==> src/rtl/dbg_entry_pkg.sv <==
package dbg_entry_pkg;
  localparam int NUM_EVT = 6;
  localparam int EV_IBRK  = 0;
  localparam int EV_DBRK  = 1;
  localparam int EV_EXT   = 2;
  localparam int EV_TBF   = 3;
  localparam int EV_SWBRK = 4;
  localparam int EV_VTRAP = 5;

  typedef enum logic [2:0] {
    MOE_RESET = 3'd0,
    MOE_IBRK  = 3'd1,
    MOE_DBRK  = 3'd2,
    MOE_SWBRK = 3'd3,
    MOE_EXT   = 3'd4,
    MOE_VTRAP = 3'd5,
    MOE_TBF   = 3'd6
  } moe_e;

  localparam logic [4:0] MODE_DEBUG = 5'b10101;

  function automatic moe_e moe_of(input int idx);
    case (idx)
      EV_IBRK:  return MOE_IBRK;
      EV_DBRK:  return MOE_DBRK;
      EV_EXT:   return MOE_EXT;
      EV_TBF:   return MOE_TBF;
      EV_SWBRK: return MOE_SWBRK;
      default:  return MOE_VTRAP;
    endcase
  endfunction

  function automatic logic uses_next_pc(input int idx);
    return (idx == EV_DBRK) || (idx == EV_EXT) || (idx == EV_TBF);
  endfunction
endpackage

==> src/rtl/dbg_event_arb.sv <==
module dbg_event_arb #(
  parameter int NUM = 6,
  localparam int IW = (NUM > 1) ? $clog2(NUM) : 1
) (
  input  logic [NUM-1:0] req,
  output logic           any,
  output logic [IW-1:0]  sel
);
  always_comb begin
    any = |req;
    sel = '0;
    for (int i = NUM - 1; i >= 0; i--) begin
      if (req[i]) sel = IW'(i);
    end
  end
endmodule

==> src/rtl/dbg_frame_gen.sv <==
module dbg_frame_gen
  import dbg_entry_pkg::*;
#(
  parameter int XLEN = 32,
  parameter int NUM  = 6,
  localparam int IW  = (NUM > 1) ? $clog2(NUM) : 1
) (
  input  logic            clk,
  input  logic            rst,
  input  logic            accept,
  input  logic [IW-1:0]   sel,
  input  logic [XLEN-1:0] pc_next,
  input  logic [XLEN-1:0] pc_abort,
  input  logic [XLEN-1:0] cpsr_in,
  input  logic            vec_reloc,
  output logic            entry_pulse,
  output logic [XLEN-1:0] lr_dbg,
  output logic [XLEN-1:0] spsr_dbg,
  output logic [XLEN-1:0] cpsr_dbg,
  output logic [XLEN-1:0] pc_vec,
  output logic [2:0]      moe
);
  localparam logic [XLEN-1:0] VEC_HI  = {{(XLEN-16){1'b1}}, 16'h0000};
  localparam logic [XLEN-1:0] LR_OFFS = XLEN'(4);

  logic [XLEN-1:0] base_pc;
  always_comb base_pc = uses_next_pc(int'(sel)) ? pc_next : pc_abort;

  always_ff @(posedge clk) begin
    if (rst) begin
      entry_pulse <= 1'b0;
      lr_dbg      <= '0;
      spsr_dbg    <= '0;
      cpsr_dbg    <= '0;
      pc_vec      <= '0;
      moe         <= MOE_RESET;
    end else begin
      entry_pulse <= accept;
      if (accept) begin
        lr_dbg   <= base_pc + LR_OFFS;
        spsr_dbg <= cpsr_in;
        cpsr_dbg <= {cpsr_in[XLEN-1:8], 1'b1, 1'b1, 1'b0, MODE_DEBUG};
        pc_vec   <= vec_reloc ? VEC_HI : '0;
        moe      <= moe_of(int'(sel));
      end
    end
  end
endmodule

==> src/rtl/dbg_sds_ctl.sv <==
module dbg_sds_ctl (
  input  logic clk,
  input  logic rst,
  input  logic accept,
  input  logic halt_mode,
  input  logic cpsr_restore,
  input  logic irq_mask,
  input  logic fiq_mask,
  input  logic irq_req,
  input  logic fiq_req,
  input  logic pabort_req,
  input  logic dabort_req,
  input  logic dbg_wr_req,
  output logic sds_q,
  output logic trace_enable,
  output logic sticky_abort,
  output logic irq_take,
  output logic fiq_take,
  output logic pabort_take,
  output logic dabort_take,
  output logic fault_update,
  output logic dbg_wr_en
);
  always_ff @(posedge clk) begin
    if (rst) begin
      sds_q        <= 1'b0;
      trace_enable <= 1'b1;
      sticky_abort <= 1'b0;
      irq_take     <= 1'b0;
      fiq_take     <= 1'b0;
      pabort_take  <= 1'b0;
      dabort_take  <= 1'b0;
      fault_update <= 1'b0;
      dbg_wr_en    <= 1'b0;
    end else begin
      if (accept) begin
        sds_q        <= 1'b1;
        trace_enable <= 1'b0;
      end else if (sds_q && cpsr_restore) begin
        sds_q        <= 1'b0;
        trace_enable <= 1'b1;
      end
      if (sds_q && dabort_req) sticky_abort <= 1'b1;
      irq_take     <= irq_req && !irq_mask && !sds_q;
      fiq_take     <= fiq_req && !fiq_mask && !sds_q;
      pabort_take  <= pabort_req && !sds_q;
      dabort_take  <= dabort_req && !sds_q;
      fault_update <= dabort_req;
      dbg_wr_en    <= dbg_wr_req && (!halt_mode || sds_q);
    end
  end
endmodule

==> src/rtl/dbg_entry_ctrl.sv <==
module dbg_entry_ctrl
  import dbg_entry_pkg::*;
#(
  parameter int XLEN = 32
) (
  input  logic               clk,
  input  logic               rst,
  input  logic               halt_mode,
  input  logic [NUM_EVT-1:0] evt_req,
  input  logic [XLEN-1:0]    pc_next,
  input  logic [XLEN-1:0]    pc_abort,
  input  logic [XLEN-1:0]    cpsr_in,
  input  logic               vec_reloc,
  input  logic               cpsr_restore,
  input  logic               irq_req,
  input  logic               fiq_req,
  input  logic               pabort_req,
  input  logic               dabort_req,
  input  logic               dbg_wr_req,
  output logic               entry_pulse,
  output logic [XLEN-1:0]    lr_dbg,
  output logic [XLEN-1:0]    spsr_dbg,
  output logic [XLEN-1:0]    cpsr_dbg,
  output logic [XLEN-1:0]    pc_vec,
  output logic [2:0]         moe,
  output logic               trace_enable,
  output logic               sds_active,
  output logic               immu_disable,
  output logic               pid_bypass,
  output logic               irq_take,
  output logic               fiq_take,
  output logic               pabort_take,
  output logic               dabort_take,
  output logic               fault_update,
  output logic               sticky_abort,
  output logic               dbg_wr_en
);
  localparam int IW = (NUM_EVT > 1) ? $clog2(NUM_EVT) : 1;

  logic          evt_any;
  logic [IW-1:0] evt_sel;
  logic          sds_q;
  logic          accept;

  dbg_event_arb #(.NUM(NUM_EVT)) u_arb (
    .req (evt_req),
    .any (evt_any),
    .sel (evt_sel)
  );

  assign accept = evt_any && halt_mode && !sds_q;

  dbg_frame_gen #(.XLEN(XLEN), .NUM(NUM_EVT)) u_frame (
    .clk         (clk),
    .rst         (rst),
    .accept      (accept),
    .sel         (evt_sel),
    .pc_next     (pc_next),
    .pc_abort    (pc_abort),
    .cpsr_in     (cpsr_in),
    .vec_reloc   (vec_reloc),
    .entry_pulse (entry_pulse),
    .lr_dbg      (lr_dbg),
    .spsr_dbg    (spsr_dbg),
    .cpsr_dbg    (cpsr_dbg),
    .pc_vec      (pc_vec),
    .moe         (moe)
  );

  dbg_sds_ctl u_sds (
    .clk          (clk),
    .rst          (rst),
    .accept       (accept),
    .halt_mode    (halt_mode),
    .cpsr_restore (cpsr_restore),
    .irq_mask     (cpsr_in[7]),
    .fiq_mask     (cpsr_in[6]),
    .irq_req      (irq_req),
    .fiq_req      (fiq_req),
    .pabort_req   (pabort_req),
    .dabort_req   (dabort_req),
    .dbg_wr_req   (dbg_wr_req),
    .sds_q        (sds_q),
    .trace_enable (trace_enable),
    .sticky_abort (sticky_abort),
    .irq_take     (irq_take),
    .fiq_take     (fiq_take),
    .pabort_take  (pabort_take),
    .dabort_take  (dabort_take),
    .fault_update (fault_update),
    .dbg_wr_en    (dbg_wr_en)
  );

  assign sds_active   = sds_q;
  assign immu_disable = sds_q;
  assign pid_bypass   = sds_q;
endmodule

==> config.mk <==
export PLATFORM = sky130hd
export DESIGN_NAME = dbg_entry_ctrl
export DESIGN_NICKNAME = d
export VERILOG_FILES = /design/src/rtl/dbg_entry_pkg.sv /design/src/rtl/dbg_event_arb.sv /design/src/rtl/dbg_frame_gen.sv /design/src/rtl/dbg_sds_ctl.sv /design/src/rtl/dbg_entry_ctrl.sv
export SDC_FILE = /design/constraint.sdc
export NUM_CORES = 1
export LEC_CHECK = 0
export CORE_ASPECT_RATIO = 0.5
export CORE_UTILIZATION = 43
export DETAILED_ROUTE_END_ITERATION = 8
export GPL_TIMING_DRIVEN = 0
export PLACE_DENSITY = 0.87
export SLEW_MARGIN = 25
export SYNTH_ARGS = -nofsm -noshare
export SYNTH_HDL_FRONTEND = slang
export SYNTH_HIERARCHICAL = 1
export SYNTH_SLANG_ARGS = --single-unit
==> constraint.sdc <==
create_clock -name clk -period 8.75 [get_ports clk]
set_clock_uncertainty 0.1 [all_clocks]
set_input_delay 0.875 -clock clk [delete_from_list [all_inputs] [get_ports clk]]
set_output_delay 0.875 -clock clk [all_outputs]
set_load 0.01 [all_outputs]
==> results.sh, run 1 <==
export IMPL_place_hpwl_microns=12420
export IMPL_yosysSeqAreaShare_pct=33.34
export IMPL_dieArea_sq_mm=0.01148
export IMPL_finalHoldViolCount=0
export IMPL_die_x_microns=150.5
export IMPL_pre_cts_slack_ns=3.356
export IMPL_cts_setup_buffers=0
export IMPL_synth_ff_type="dfxtp_1"
export IMPL_drt_wl_total_microns=15800
export IMPL_nNetsFinal=937
export IMPL_vdd_drop_max_mv=0.1051
export IMPL_ff2ff_path_depth=6
export IMPL_synthToLayoutAreaGrowth_pct=61.49
export IMPL_synth_edf_count=0
export IMPL_max_cap_violations=0
export IMPL_leakage_uw=0.003086
export IMPL_cp_end_kind="flop"
export IMPL_io_pins=255
export IMPL_powerDensity_mw_per_mm2=148.2
export IMPL_drt_first_iter_violations=345
export IMPL_crit_type="input pin to flop"
export IMPL_gr_total_overflow=0
export IMPL_grt_max_degree=18
export IMPL_syn_cell_area_sq_mm=0.004743
export IMPL_post_route_period_util_pct=59.26
export IMPL_gp_congestion=0.9323
export IMPL_vias=5166
export IMPL_synthArstFlopShare_pct=0
export IMPL_clockBufferDepth=2
export IMPL_cp_max_fo=10
export IMPL_yosysUniqueCellTypes=63
export IMPL_cts_root_buf="clkbuf_16"
export IMPL_worstPathArrival_ns=5.30
export IMPL_netlist_instances=560
export IMPL_core_sq_mm=0.01048
export IMPL_hold_buffers=0
export IMPL_hold_class="flop to flop"
export IMPL_die_h_microns=76.27
export IMPL_drive_gt1_share_pct=13.15
export IMPL_final_max_slew_viol_count=0
export IMPL_tritoncts="done"
export IMPL_max_slew_worst_pin_slew_ns=0.6467
export IMPL_wl_per_cell_microns=16.30
export IMPL_yosysWarnings=6
export IMPL_setup_tns_ns=0
export IMPL_viasPerCell=5.331
export IMPL_fillers=794
export IMPL_clk_insertion_delay_late_ns=0.33
export IMPL_cp_required_ns=8.86
export IMPL_cts_buffers=9
export IMPL_reg2reg_slack_ns=6.04
export IMPL_r2r_end="u_frame/lr_dbg[9]"
export IMPL_drtAntennaViolNets=0
export IMPL_clk_pin_slew_worst_paths_ns=0.06
export IMPL_critPathLaunchType="input pin"
export IMPL_clkSinkCount=79
export IMPL_insertedDiodeCount=0
export IMPL_grt_total_usage_pct=26.69
export IMPL_fmax_ghz=0.1929
export IMPL_hold_depth=2
export IMPL_setup_ws_ns=3.565
export IMPL_grt_setup_unrepaired="false"
export IMPL_setup_violations=0
export IMPL_hp_start="u_frame/lr_dbg[10]"
export IMPL_synth_seq_cells=79
export IMPL_r2r_start="u_sds/sds_q"
export IMPL_drtPass1Iterations=7
export IMPL_io_buffers=235
export IMPL_antenna_found_initial=0
export IMPL_grt_pass1_vias=4729
export IMPL_start_util_pct=45.28
export IMPL_maxSlewHeadroom_pct=56.89
export IMPL_drc_errors=0
export IMPL_grt_pass1_wl_microns=24230
export IMPL_synth_area_per_cell_sq_um=8.470
export IMPL_cts_resized=0
export IMPL_rows=26
export IMPL_cts_max_level=3
export IMPL_run_status="completed"
export IMPL_period_needed_ns=5.185
export IMPL_min_to="u_frame/lr_dbg[10]"
==> routing by layer <==
metal / track usage, % / routed length (microns) / vias to the layer above / share of wire, %
li1: - / - / 2457 / -
met1: 33.17 / 6519 / 2399 / 41
met2: 47.51 / 7626 / 285 / 48
met3: 4.012 / 1395 / 25 / 8.8
met4: 7.475 / 257 / 0 / 1.6
met5: 0 / 0 / - / 0
==> where the power goes <==
| part | total, uW | internal (uW) | switching (uW) |
|---|---|---|---|
| registers | 405 | 387 | 17.8 |
| clock network | 403 | 252 | 151 |
| logic | 328 | 184 | 143 |
| total | 1130 | 823 | 312 |
==> metrics by stage <==
| step | cells | util, % | cell area, sq um | hold slack (ns) | total power, uW |
|---|---|---|---|---|---|
| 4_1_cts | 969 | 73.12 | 7660 | 0.3746 | 1139 |
| 3_5_place_dp | 953 | 70.05 | 7338 | 0.3656 | 736.2 |
| 5_1_grt | 969 | 73.12 | 7660 | 0.4040 | 1184 |
| 2_1_floorplan | 578 | - | 4811 | 0.3897 | 564.6 |
| 3_3_place_gp | 953 | 70.05 | 7338 | 0.3497 | 729.6 |
| 6_report | 969 | 73.12 | 7660 | 0.3771 | 1135 |
==> cells by family after synthesis <==
group,Yosys count,synth area share [%]
other,1,0.07906
buffers and inverters,98,13.51
muxes,64,13.61
AOI/OAI and AO/OA,84,13.03
xor gates and xnor gates,8,1.477
DFF,79,33.34
adders and majority gates,1,0.2637
and+or+nand+nor,225,24.69
==> worst max-delay path: stages <==
cell and delay, ns:
clkdlybuf4s50_1 0.52, nor2_1 0.07, a221oi_1 0.58, o21ba_1 0.36, buf_6 0.20, buf_4 0.21
buf_2 0.32, buf_4 0.26, nand2_1 0.10, nand2_1 0.07, ha_1 0.23, nand3_1 0.12
nor3_1 0.50, o22a_1 0.39, a311oi_1 0.14, or3_1 0.36
==> Yosys cell counts, types with 8 or more instances <==
cell type	number	area, sq um
buf_4	66	495.5
a21oi_1	14	70.07
nor2_1	67	251.5
nand2_1	46	172.7
nand3_1	28	140.1
o221ai_1	9	78.83
nand2b_1	19	118.9
o21ai_0	11	55.05
mux2i_1	60	600.6
dfxtp_1	79	1582
nand4_1	11	68.82
buf_2	8	40.04
clkbuf_1	14	52.55
nor3b_1	8	60.06
==> worst max path at each step <==
stage / startpoint / to / slack [ns] / cells past startpoint
2_1_floorplan: evt_req[4] / u_frame/lr_dbg[22] / 4.55 / 15
3_3_place_gp: evt_req[1] / u_frame/lr_dbg[28] / 3.48 / 16
3_5_place_dp: evt_req[1] / u_frame/lr_dbg[28] / 3.36 / 16
4_1_cts: evt_req[1] / u_frame/lr_dbg[28] / 3.68 / 16
5_1_grt: evt_req[1] / u_frame/lr_dbg[28] / 3.32 / 16
6_report: evt_req[1] / u_frame/lr_dbg[28] / 3.56 / 16
==> placed cells by master (no fill, tap or decap), drive strengths merged, types with 3 or more instances in the layout <==
cell type	count
or3	7
clkbuf	24
nand4	11
and2	3
nor4	4
a211oi	3
mux2i	60
o21ai	11
and3	5
o221ai	9
nor3	10
xnor2	6
o22ai	9
nor2	67
o311ai	6
dfxtp	79
conb	19
clkdlybuf4s50	235
a21oi	14
nor3b	9
or3b	3
mux2	4
o211ai	7
or4	4
nand2b	19
buf	78
a311oi	4
inv	7
nand2	46
nand3	28
==> layout make-up <==
class	count	area (sq um)	area share [%]
Timing Repair Buffer	235	2352	30.71
Sequential cell	79	1582	20.65
Clock buffer	10	229.0	2.989
Inverter	6	22.52	0.2940
Clock inverter	6	92.59	1.209
Multi-Input combinational cell	401	2589	33.80
Tap cell	140	175.2	2.287
Buffer	92	618.1	8.069
==> registers in the layout, indices dropped and copies added, names as in the netlist <==
register / count
u_sds/dbg_wr_en: 1
u_sds/trace_enable: 1
u_sds/pabort_take: 1
u_frame/spsr_dbg: 32
u_frame/moe: 3
u_frame/entry_pulse: 1
u_frame/pc_vec: 1
u_sds/dabort_take: 1
u_sds/irq_take: 1
u_frame/lr_dbg: 32
u_sds/fault_update: 1
u_sds/fiq_take: 1
u_sds/sds_q: 1
u_frame/cpsr_dbg: 1
u_sds/sticky_abort: 1
Power figures use the tool's default switching activity.
==> run 2, diff against run 1 <==
- CORE_UTILIZATION: 43 -> 40
- PLACE_DENSITY: 0.87 -> 0.82
- clock period: 8.75 -> 4.95 ns (I/O delays scaled with it)
==> results.sh, run 2 (synthesis gave the netlist of run 1 again) <==
export IMPL_hold_class="flop to flop"
export IMPL_cpPeakStageDelay_ns=0.56
export IMPL_dieArea_sq_mm=0.01232
export IMPL_vias=5203
export IMPL_gr_total_overflow=0
export IMPL_io_buffers=235
export IMPL_antenna_found_initial=0
export IMPL_clk_insertion_delay_late_ns=0.33
export IMPL_cp_num_buf_inv=4
export IMPL_reg_largest_list="u_frame/lr_dbg x32, u_frame/spsr_dbg x32, u_frame/moe x3"
export IMPL_insertedDiodeCount=0
export IMPL_rows=27
export IMPL_drive_gt1_share_pct=13.27
export IMPL_gp_congestion=0.9359
export IMPL_viasPerCell=5.266
export IMPL_power_share_clock_pct=35.0
export IMPL_crit_type="input pin to flop"
export IMPL_wl_per_cell_microns=16.31
export IMPL_grt_pass1_wl_microns=24700
export IMPL_seq_power_share_pct=35.8
export IMPL_drt_wl_total_microns=16110
export IMPL_place_hpwl_microns=12640
export IMPL_cp_max_fo=10
export IMPL_cp_required_ns=5.07
export IMPL_clkSinkCount=79
export IMPL_grt_pass1_vias=4919
export IMPL_die_h_microns=79
export IMPL_nNetsFinal=937
export IMPL_max_cap_violations=0
export IMPL_drtPass1Iterations=5
export IMPL_cp_slowest_cell="or4_1"
export IMPL_worstPathArrival_ns=4.73
export IMPL_die_x_microns=156
export IMPL_core_sq_mm=0.01125
export IMPL_synthToLayoutAreaGrowth_pct=62.09
export IMPL_cp_top_family="simple AND/OR/NAND/NOR gates"
export IMPL_grt_total_usage_pct=25.45
export IMPL_setup_violations=0
export IMPL_powerDensity_mw_per_mm2=259.8
export IMPL_final_max_slew_viol_count=0
export IMPL_most_common_layout_cells="clkdlybuf4s50_1 (235), dfxtp_1 (79), nor2_1 (67)"
export IMPL_hold_ws_ns=0.3741
export IMPL_leakage_uw=0.003092
export IMPL_cp_end_kind="flop"
export IMPL_run_status="completed"
export IMPL_grt_setup_unrepaired="false"
export IMPL_grt_max_degree=18
export IMPL_cp_cell_sequence="clkdlybuf4s50_1 > or4_1 > nor2_1 > o21bai_2 > buf_6 > buf_2 > buf_2 > nand2_1 > nand2_1 > ha_1 > nand3_1 > nor3_2 > o22a_1 > a311oi_1 > or3_1"
export IMPL_combinationalPowerShare_pct=29.1
export IMPL_drtAntennaViolNets=0
export IMPL_maxSlewHeadroom_pct=56.38
export IMPL_vdd_drop_max_mv=0.1635
export IMPL_io_pins=255
export IMPL_period_needed_ns=4.610
export IMPL_cts_buffers=9
export IMPL_tritoncts="done"
export IMPL_final_common_cell="clkdlybuf4s50_1"
export IMPL_netSwitchingFraction_pct=27.29
export IMPL_fillers=885
export IMPL_fmax_ghz=0.2169
export IMPL_cts_setup_buffers=0
export IMPL_drt_first_iter_violations=449
export IMPL_cts_max_level=3
export IMPL_hold_buffers=0
export IMPL_post_route_period_util_pct=93.13
export IMPL_finalHoldViolCount=0
export IMPL_cts_root_buf="clkbuf_16"
export IMPL_clockBufferDepth=2
export IMPL_p_total_uw=1997
export IMPL_clk_pin_slew_worst_paths_ns=0.06
export IMPL_critPathLaunchType="input pin"
export IMPL_drc_errors=0
export IMPL_p_switching_uw=545.0
export IMPL_cts_resized=0
export IMPL_max_slew_worst_pin_slew_ns=0.6543
export IMPL_internal_power_uw=1452
export IMPL_start_util_pct=42.16
[run 2: final cells by class]
type	instances	area, sq um	area share [%]
well taps	159	198.9	2.587
repair buffers	235	2352	30.59
clock buffers	11	232.7	3.027
flip-flops and latches	79	1582	20.57
clock inverters	5	82.58	1.074
multi-input cells	401	2600	33.82
plain buffers	92	618.1	8.039
inverters	6	22.52	0.2929
[run 2: power by group through the flow]
| stage | logic [uW] | clock network (uW) | registers (uW) |
|---|---|---|---|
| finish | 582 | 700 | 716 |
| CTS | 576 | 717 | 716 |
| floorplan | 251 | 0 | 747 |
| detailed placement | 574 | 0 | 730 |
| global placement | 565 | 0 | 727 |
| global route | 618 | 748 | 722 |
[run 2: per-layer routing]
layer	wire length (microns)	vias up	track usage, %
met4	334	0	8.529
met5	0	-	0
li1	-	2462	-
met1	6576	2420	30.43
met3	1334	41	4.803
met2	7866	280	46.03
[run 2: through the flow]
stage                     util (%)  TNS (ns)  setup WS [ns]  cells  cell area, sq um
final                        68.35         0         0.3399    988              7689
after CTS                    68.25         0         0.1710    988              7677
after global placement       65.44  -0.06501       -0.05877    972              7362
after detailed placement     65.44   -0.5388        -0.1791    972              7362
after global routing         68.35         0         0.1192    988              7689
after floorplan                  -         0          1.128    578              4811
[run 2: worst min-delay path, delay by kind of cell, from the launching register on]
kind	cells	cell delay, ns
and+or+nand+nor	1	0.07
DFF	1	0.33
AOI/OAI and AO/OA	1	0.05
[run 2: path summary, 6_finish.rpt]
check | from | endpoint | slack (ns) | depth (start not counted)
min reg2reg | u_sds/sticky_abort | u_sds/sticky_abort | 0.37 | 2
min | u_sds/sticky_abort | u_sds/sticky_abort | 0.37 | 2
max | evt_req[0] | u_frame/lr_dbg[28] | 0.34 | 15
max reg2reg | u_sds/sds_q | u_frame/lr_dbg[9] | 2.19 | 6
==> run 3, diff against run 2 <==
- CORE_UTILIZATION: 40 -> 43
- PLACE_DENSITY: 0.82 -> 0.87
- SLEW_MARGIN: 25 -> default
- clock period: 4.95 -> 5.72 ns (I/O delays scaled with it)
==> results of run 3 <==
The final DEF is identical to that of run 1. Status: completed.
Main changes from that run: setup slack after placement 3.356 ns -> 0.6293 ns; setup slack after layout 3.565 ns -> 0.8378 ns; register-to-register setup slack 6.04 ns -> 3.01 ns; total power 1135 uW -> 1736 uW; worst IR drop on VDD 0.1051 mV -> 0.1607 mV
